<file path="config.mk">
export PLATFORM = sky130hd
export DESIGN_NAME = trig_sequencer
export DESIGN_NICKNAME = d
export VERILOG_FILES = /design/src/rtl/trig_seq_pkg.sv /design/src/rtl/trig_seq_dp.sv /design/src/rtl/trig_seq_ctrl.sv /design/src/rtl/trig_sequencer.sv
export SDC_FILE = /design/constraint.sdc
export NUM_CORES = 1
export LEC_CHECK = 0
export BUFFER_PORTS_ARGS = -buffer_cell sky130_fd_sc_hd__buf_4
export CAP_MARGIN = 20
export CORE_ASPECT_RATIO = 1.1
export CORE_MARGIN = 4
export CORE_UTILIZATION = 59
export DETAILED_ROUTE_END_ITERATION = 6
export PLACE_DENSITY_LB_ADDON = 0.05
export SYNTH_ARGS = -nofsm -noshare
export SYNTH_HDL_FRONTEND = slang
export SYNTH_HIERARCHICAL = 1
export SYNTH_SLANG_ARGS = --single-unit
</file>
<file path="constraint.sdc">
create_clock -name clk -period 5.8 [get_ports clk]
set_input_delay 0.87 -clock clk [delete_from_list [all_inputs] [get_ports clk]]
set_output_delay 0.87 -clock clk [all_outputs]
set_load 0.02 [all_outputs]
</file>
<file path="src/rtl/trig_seq_pkg.sv">
package trig_seq_pkg;

  typedef enum logic [2:0] {
    MODE_SINGLE = 3'd0,
    MODE_LT     = 3'd1,
    MODE_WIN    = 3'd2,
    MODE_GT     = 3'd3,
    MODE_CNT1   = 3'd4,
    MODE_SEQ    = 3'd5
  } trigMode_e;

  typedef enum logic [1:0] {
    ST_IDLE  = 2'd0,
    ST_WAIT1 = 2'd1,
    ST_WAIT2 = 2'd2,
    ST_DONE  = 2'd3
  } seqState_e;

  // control -> datapath strobes
  typedef struct packed {
    logic timerLoad;
    logic cntClear;
    logic cntInc;
  } dpCmd_t;

  // datapath -> control comparison flags
  typedef struct packed {
    logic ltMin;
    logic gtMax;
    logic geMax;
    logic cntHit;
  } dpStat_t;

endpackage

</file>
<file path="src/rtl/trig_seq_dp.sv">
module trig_seq_dp
  import trig_seq_pkg::*;
#(
  parameter int TIME_W = 32,
  parameter int CNT_W  = 31
) (
  input  logic              clk,
  input  logic              rstN,
  input  logic [TIME_W-1:0] minTicks,
  input  logic [TIME_W-1:0] maxTicks,
  input  logic [CNT_W-1:0]  countTarget,
  input  dpCmd_t            cmd,
  output dpStat_t           stat
);

  localparam logic [TIME_W-1:0] TIMER_MAX = {TIME_W{1'b1}};
  localparam logic [TIME_W-1:0] TIMER_ONE = TIME_W'(1);

  logic [TIME_W-1:0] timer;
  logic [CNT_W-1:0]  cnt;
  logic [CNT_W:0]    cntNext;

  // elapsed ticks since the latest trigger 1; saturates instead of wrapping
  always_ff @(posedge clk or negedge rstN) begin
    if (!rstN) begin
      timer <= '0;
    end else if (cmd.timerLoad) begin
      timer <= TIMER_ONE;
    end else if (timer != TIMER_MAX) begin
      timer <= timer + TIMER_ONE;
    end
  end

  always_ff @(posedge clk or negedge rstN) begin
    if (!rstN) begin
      cnt <= '0;
    end else if (cmd.cntClear) begin
      cnt <= '0;
    end else if (cmd.cntInc) begin
      cnt <= cnt + CNT_W'(1);
    end
  end

  assign cntNext = {1'b0, cnt} + (CNT_W + 1)'(1);

  always_comb begin
    stat.ltMin  = timer < minTicks;
    stat.gtMax  = timer > maxTicks;
    stat.geMax  = timer >= maxTicks;
    stat.cntHit = (countTarget == '0) || (cntNext >= {1'b0, countTarget});
  end

endmodule

</file>
<file path="src/rtl/trig_seq_ctrl.sv">
module trig_seq_ctrl
  import trig_seq_pkg::*;
(
  input  logic       clk,
  input  logic       rstN,
  input  logic       armReq,
  input  logic [2:0] mode,
  input  logic       evt1,
  input  logic       evt2,
  input  dpStat_t    stat,
  output dpCmd_t     cmd,
  output logic       trigOut,
  output logic       armed,
  output logic       done
);

  seqState_e st, stNext;
  logic      fire;
  logic      isDur;
  logic      secondOk;
  trigMode_e modeE;

  assign modeE = trigMode_e'(mode);
  assign isDur = (modeE == MODE_LT) || (modeE == MODE_WIN) || (modeE == MODE_GT);

  // qualification of a trigger 2 against the running interval or count
  always_comb begin
    case (modeE)
      MODE_LT:  secondOk = stat.ltMin;
      MODE_WIN: secondOk = !stat.ltMin && !stat.gtMax;
      MODE_GT:  secondOk = stat.gtMax;
      MODE_SEQ: secondOk = stat.cntHit;
      default:  secondOk = 1'b0;
    endcase
  end

  always_comb begin
    stNext = st;
    fire   = 1'b0;
    cmd    = '0;
    if (armReq) begin
      stNext       = ST_WAIT1;
      cmd.cntClear = 1'b1;
    end else begin
      case (st)
        ST_WAIT1: begin
          if (evt1) begin
            if (modeE == MODE_CNT1) begin
              if (stat.cntHit) fire = 1'b1;
              else             cmd.cntInc = 1'b1;
            end else if (isDur || modeE == MODE_SEQ) begin
              stNext        = ST_WAIT2;
              cmd.timerLoad = 1'b1;
              cmd.cntClear  = 1'b1;
            end else begin
              fire = 1'b1;
            end
          end
        end
        ST_WAIT2: begin
          if (evt2 && secondOk) begin
            fire = 1'b1;
          end else if (evt1) begin
            cmd.timerLoad = 1'b1;
            cmd.cntClear  = 1'b1;
          end else if (evt2) begin
            if (modeE == MODE_SEQ) cmd.cntInc = 1'b1;
            else                   stNext = ST_WAIT1;
          end else if ((modeE == MODE_LT && !stat.ltMin) ||
                       (modeE == MODE_WIN && stat.geMax)) begin
            stNext = ST_WAIT1;
          end else if (!isDur && modeE != MODE_SEQ) begin
            stNext = ST_WAIT1;
          end
        end
        default: ;
      endcase
      if (fire) stNext = ST_DONE;
    end
  end

  always_ff @(posedge clk or negedge rstN) begin
    if (!rstN) begin
      st      <= ST_IDLE;
      trigOut <= 1'b0;
    end else begin
      st      <= stNext;
      trigOut <= fire;
    end
  end

  assign armed = (st == ST_WAIT1) || (st == ST_WAIT2);
  assign done  = (st == ST_DONE);

endmodule

</file>
<file path="src/rtl/trig_sequencer.sv">
module trig_sequencer
  import trig_seq_pkg::*;
#(
  parameter int TIME_W = 32,
  parameter int CNT_W  = 31
) (
  input  logic              clk,
  input  logic              rstN,
  input  logic              armReq,
  input  logic [2:0]        mode,
  input  logic [TIME_W-1:0] minTicks,
  input  logic [TIME_W-1:0] maxTicks,
  input  logic [CNT_W-1:0]  countTarget,
  input  logic              evt1,
  input  logic              evt2,
  output logic              trigOut,
  output logic              armed,
  output logic              done
);

  dpCmd_t  cmd;
  dpStat_t stat;

  trig_seq_ctrl ctrl_i (
    .clk     (clk),
    .rstN    (rstN),
    .armReq  (armReq),
    .mode    (mode),
    .evt1    (evt1),
    .evt2    (evt2),
    .stat    (stat),
    .cmd     (cmd),
    .trigOut (trigOut),
    .armed   (armed),
    .done    (done)
  );

  trig_seq_dp #(.TIME_W(TIME_W), .CNT_W(CNT_W)) dp_i (
    .clk         (clk),
    .rstN        (rstN),
    .minTicks    (minTicks),
    .maxTicks    (maxTicks),
    .countTarget (countTarget),
    .cmd         (cmd),
    .stat        (stat)
  );

endmodule

</file>
==> impl_metrics.toml <==
[grt]
grt_usage_pct = 24.7
grt_max_degree = 67
overflow = 0
first_global_vias = 5901
grt_pass1_wl_um = 26300
antenna_found_initial = 0

[hold_path]
hold_path_depth = 2
hold_end = "dp_i/cnt[1]"
worstHoldStart = "dp_i/cnt[1]"
hp-class = "reg -> reg"

[cts]
insertion_delay_ns = 0.33
cts-root-buf = "clkbuf_16"
cts_tree = "done"
cts_resized = 0
postCtsHoldBufs = 0
cts.path.max_buffers = 2
cts.htree.levels = 3
cts_buffers = 9
post_cts_buffers = 0
clkSlewWorstSetupHoldPaths_ns = 0.05
cts_num_sinks = 66

[timing]
rsz0062_at_grt = "false"
min_period_over_period_pct = 83.6
finalSetupTns_ns = 0
max_freq_ghz = 0.206
setup_violations = 0
slew_violations = 0
worst_slew_pin_slew_ns = 0.833
setup_ws_ns = 0.953
final-hold-violation-count = 0
slew_headroom_pct = 44.5
fin_skew_ns = 0.00629
fin_crit_ns = 4.85

[synthesis]
synth-compound-area-share_pct = 12.1
synth_edf_count = 0
synth_xor_area_share_pct = 10.7
ys_seq_area_share_pct = 25.2
ys_types = 68
synth_fa_ha_area_share_pct = 18.9
ys_seq_elements = 66
synth_top_family_by_area = "simple AND/OR/NAND/NOR gates"
synth.avg_cell_area_um2 = 8.40
synth-simple-area-share_pct = 24.5
syn_area_mm2 = 0.00657
syn-num-nets = 984
ys.flop_type = "dfrtp_1"
synth_cells = 782
ys_warn_count = 6
async_flop_share_pct = 100
synthMuxAreaShare_pct = 0.476

[finish]
layout_commonest_cell = "buf_4"
fill_cells = 904
drive_above_1_share_pct = 17.4
nets = 1079
layout_common_cells = "buf_4 (108), inv_1 (104), ha_1 (99)"
area_growth_pct = 18.1
multi_input_area_mm2 = 0.00439
ff_latch_area_mm2 = 0.00165
antenna_cells = 0

[floorplanning]
die-area_mm2 = 0.0129
ios = 106
core_area_mm2 = 0.0109
die_height_um = 119
initial_core_util_pct = 60.2
die_w_um = 109
placementRows = 40

[critical_path]
critPathRequiredTime_ns = 6.05
cp-start-kind = "flip-flop"
worstSetupEndpointType = "flip-flop"
rr_endpoint = "dp_i/cnt[10]"
arrival_ns = 5.10
reg2reg_slack_ns = 0.95
crit_fanout = 30
worstRegToRegCells = 22
path_class = "reg -> reg"
worstReg2RegStart = "dp_i/cnt[0]"

[pwr]
swShare_pct = 32.4
p_int_mw = 1.14
p_seq_share_pct = 35.0
power_frac_clock_pct = 34.3
p_comb_share_pct = 30.6
switchingPower_uw = 549
p_per_area_mw_per_mm2 = 218
ir_drop_mv = 0.255
p_leak_nw = 4.22

[placed_design]
place.port_buffers = 105
gp_congestion = 0.874
place_worst_setup_slack_ns = 1.05
dp_hpwl_um = 12300

[routing]
drt-total-wl_um = 15700
ant_nets = 0
drt-initial-drc-count = 256
vias = 5927
viasPerCell = 5.77
avgRoutedWirePerCell_um = 15.2
drt-pass1-iter-count = 4
drcViolationCount = 0

[flow_run]
cap_viol_max_count = 0

[outcome]
status = "finished, final reports clean"
power groups by stage:
stage / Combinational [mW] / Sequential (mW) / Clock (mW)
global placement: 0.488 / 0.596 / 0
global route: 0.590 / 0.604 / 0.616
floorplan: 0.354 / 0.572 / 0
detailed placement: 0.516 / 0.600 / 0
finish: 0.518 / 0.593 / 0.581
CTS: 0.521 / 0.592 / 0.590
flip-flops by register name, summed over array words and instances, names as in the netlist:
signal and count:
dp_i/timer 32, dp_i/cnt 31, ctrl_i/st 2, ctrl_i/trigOut 1
per-layer routing:
layer  global-route usage [%]  vias up  wire (um)
met5                        0        -          0
li1                         -     2923          -
met2                     44.2      146       8270
met3                     4.37       36        653
met4                     8.92        0        463
met1                     29.0     2822       6270
worst max-delay path, cell delays in order (launching register included):
cell	delay, ns
dfrtp_1	0.39
ha_1	0.22
and3_1	0.30
nand3_2	0.16
nor4_4	0.58
nand3_1	0.17
xnor2_1	0.16
ha_1	0.27
nand3_1	0.10
o22ai_1	0.10
o21a_1	0.17
o21ai_0	0.12
and3_1	0.17
o31ai_1	0.10
inv_1	0.09
nor3_1	0.08
nor4_1	0.28
a32oi_1	0.12
nor4_2	0.15
buf_4	0.34
nand3_1	0.19
or3_1	0.34
a21oi_1	0.14
stage by stage:
| step | utilization (%) | cells | hold WS, ns | area, um2 | power, mW |
|---|---|---|---|---|---|
| floorplan | - | 782 | 0.504 | 6570 | 0.926 |
| global placement | 68.1 | 1013 | 0.527 | 7430 | 1.08 |
| detailed placement | 68.1 | 1013 | 0.551 | 7430 | 1.12 |
| CTS | 71.0 | 1028 | 0.562 | 7750 | 1.70 |
| global route | 71.0 | 1028 | 0.600 | 7750 | 1.81 |
| finish | 71.0 | 1028 | 0.565 | 7750 | 1.69 |
cell usage after synthesis, drive strengths merged (4+ instances only):
library cell,count,share of area (%)
nand2,48,2.7
inv,104,5.9
nand4,38,4.0
o21ai,21,1.6
and4,10,1.4
a211oi,5,0.65
nand3,41,3.4
a21o,21,2.4
nor4,21,3.2
nor2b,4,0.38
xor2,50,6.7
and3,16,1.6
nand2b,6,0.57
buf,12,1.2
ha,99,19
clkbuf,12,0.99
a21oi,37,2.8
xnor2,30,4.0
dfrtp,66,25
nor3,11,0.91
and2,9,0.88
nor2,72,4.1
or3,6,0.65
layout make-up:
class | instances | area share, %
clock buffers | 13 | 3.36
clock inverters | 2 | 0.775
inverters | 104 | 5.04
multi-input cells | 588 | 56.7
flip-flops and latches | 66 | 21.3
well taps | 147 | 2.37
repair buffers | 108 | 10.5
cells by family after synthesis:
family / after synthesis
DFF: 66
AOI/OAI and AO/OA: 119
buffers and inverters: 128
adders and majority gates: 99
and+or+nand+nor: 287
xor gates and xnor gates: 80
muxes: 3
how the worst max path moves through the flow:
stage	start	to	slack (ns)	cells past startpoint
2_1_floorplan	dp_i/cnt[7]	dp_i/cnt[22]	1.32	23
3_3_place_gp	dp_i/cnt[0]	dp_i/cnt[10]	1.24	22
3_5_place_dp	dp_i/cnt[0]	dp_i/cnt[10]	1.05	22
4_1_cts	dp_i/cnt[0]	dp_i/cnt[10]	0.98	22
5_1_grt	dp_i/cnt[0]	dp_i/cnt[10]	0.55	22
6_report	dp_i/cnt[0]	dp_i/cnt[10]	0.95	22
Power figures use the tool's default switching activity.
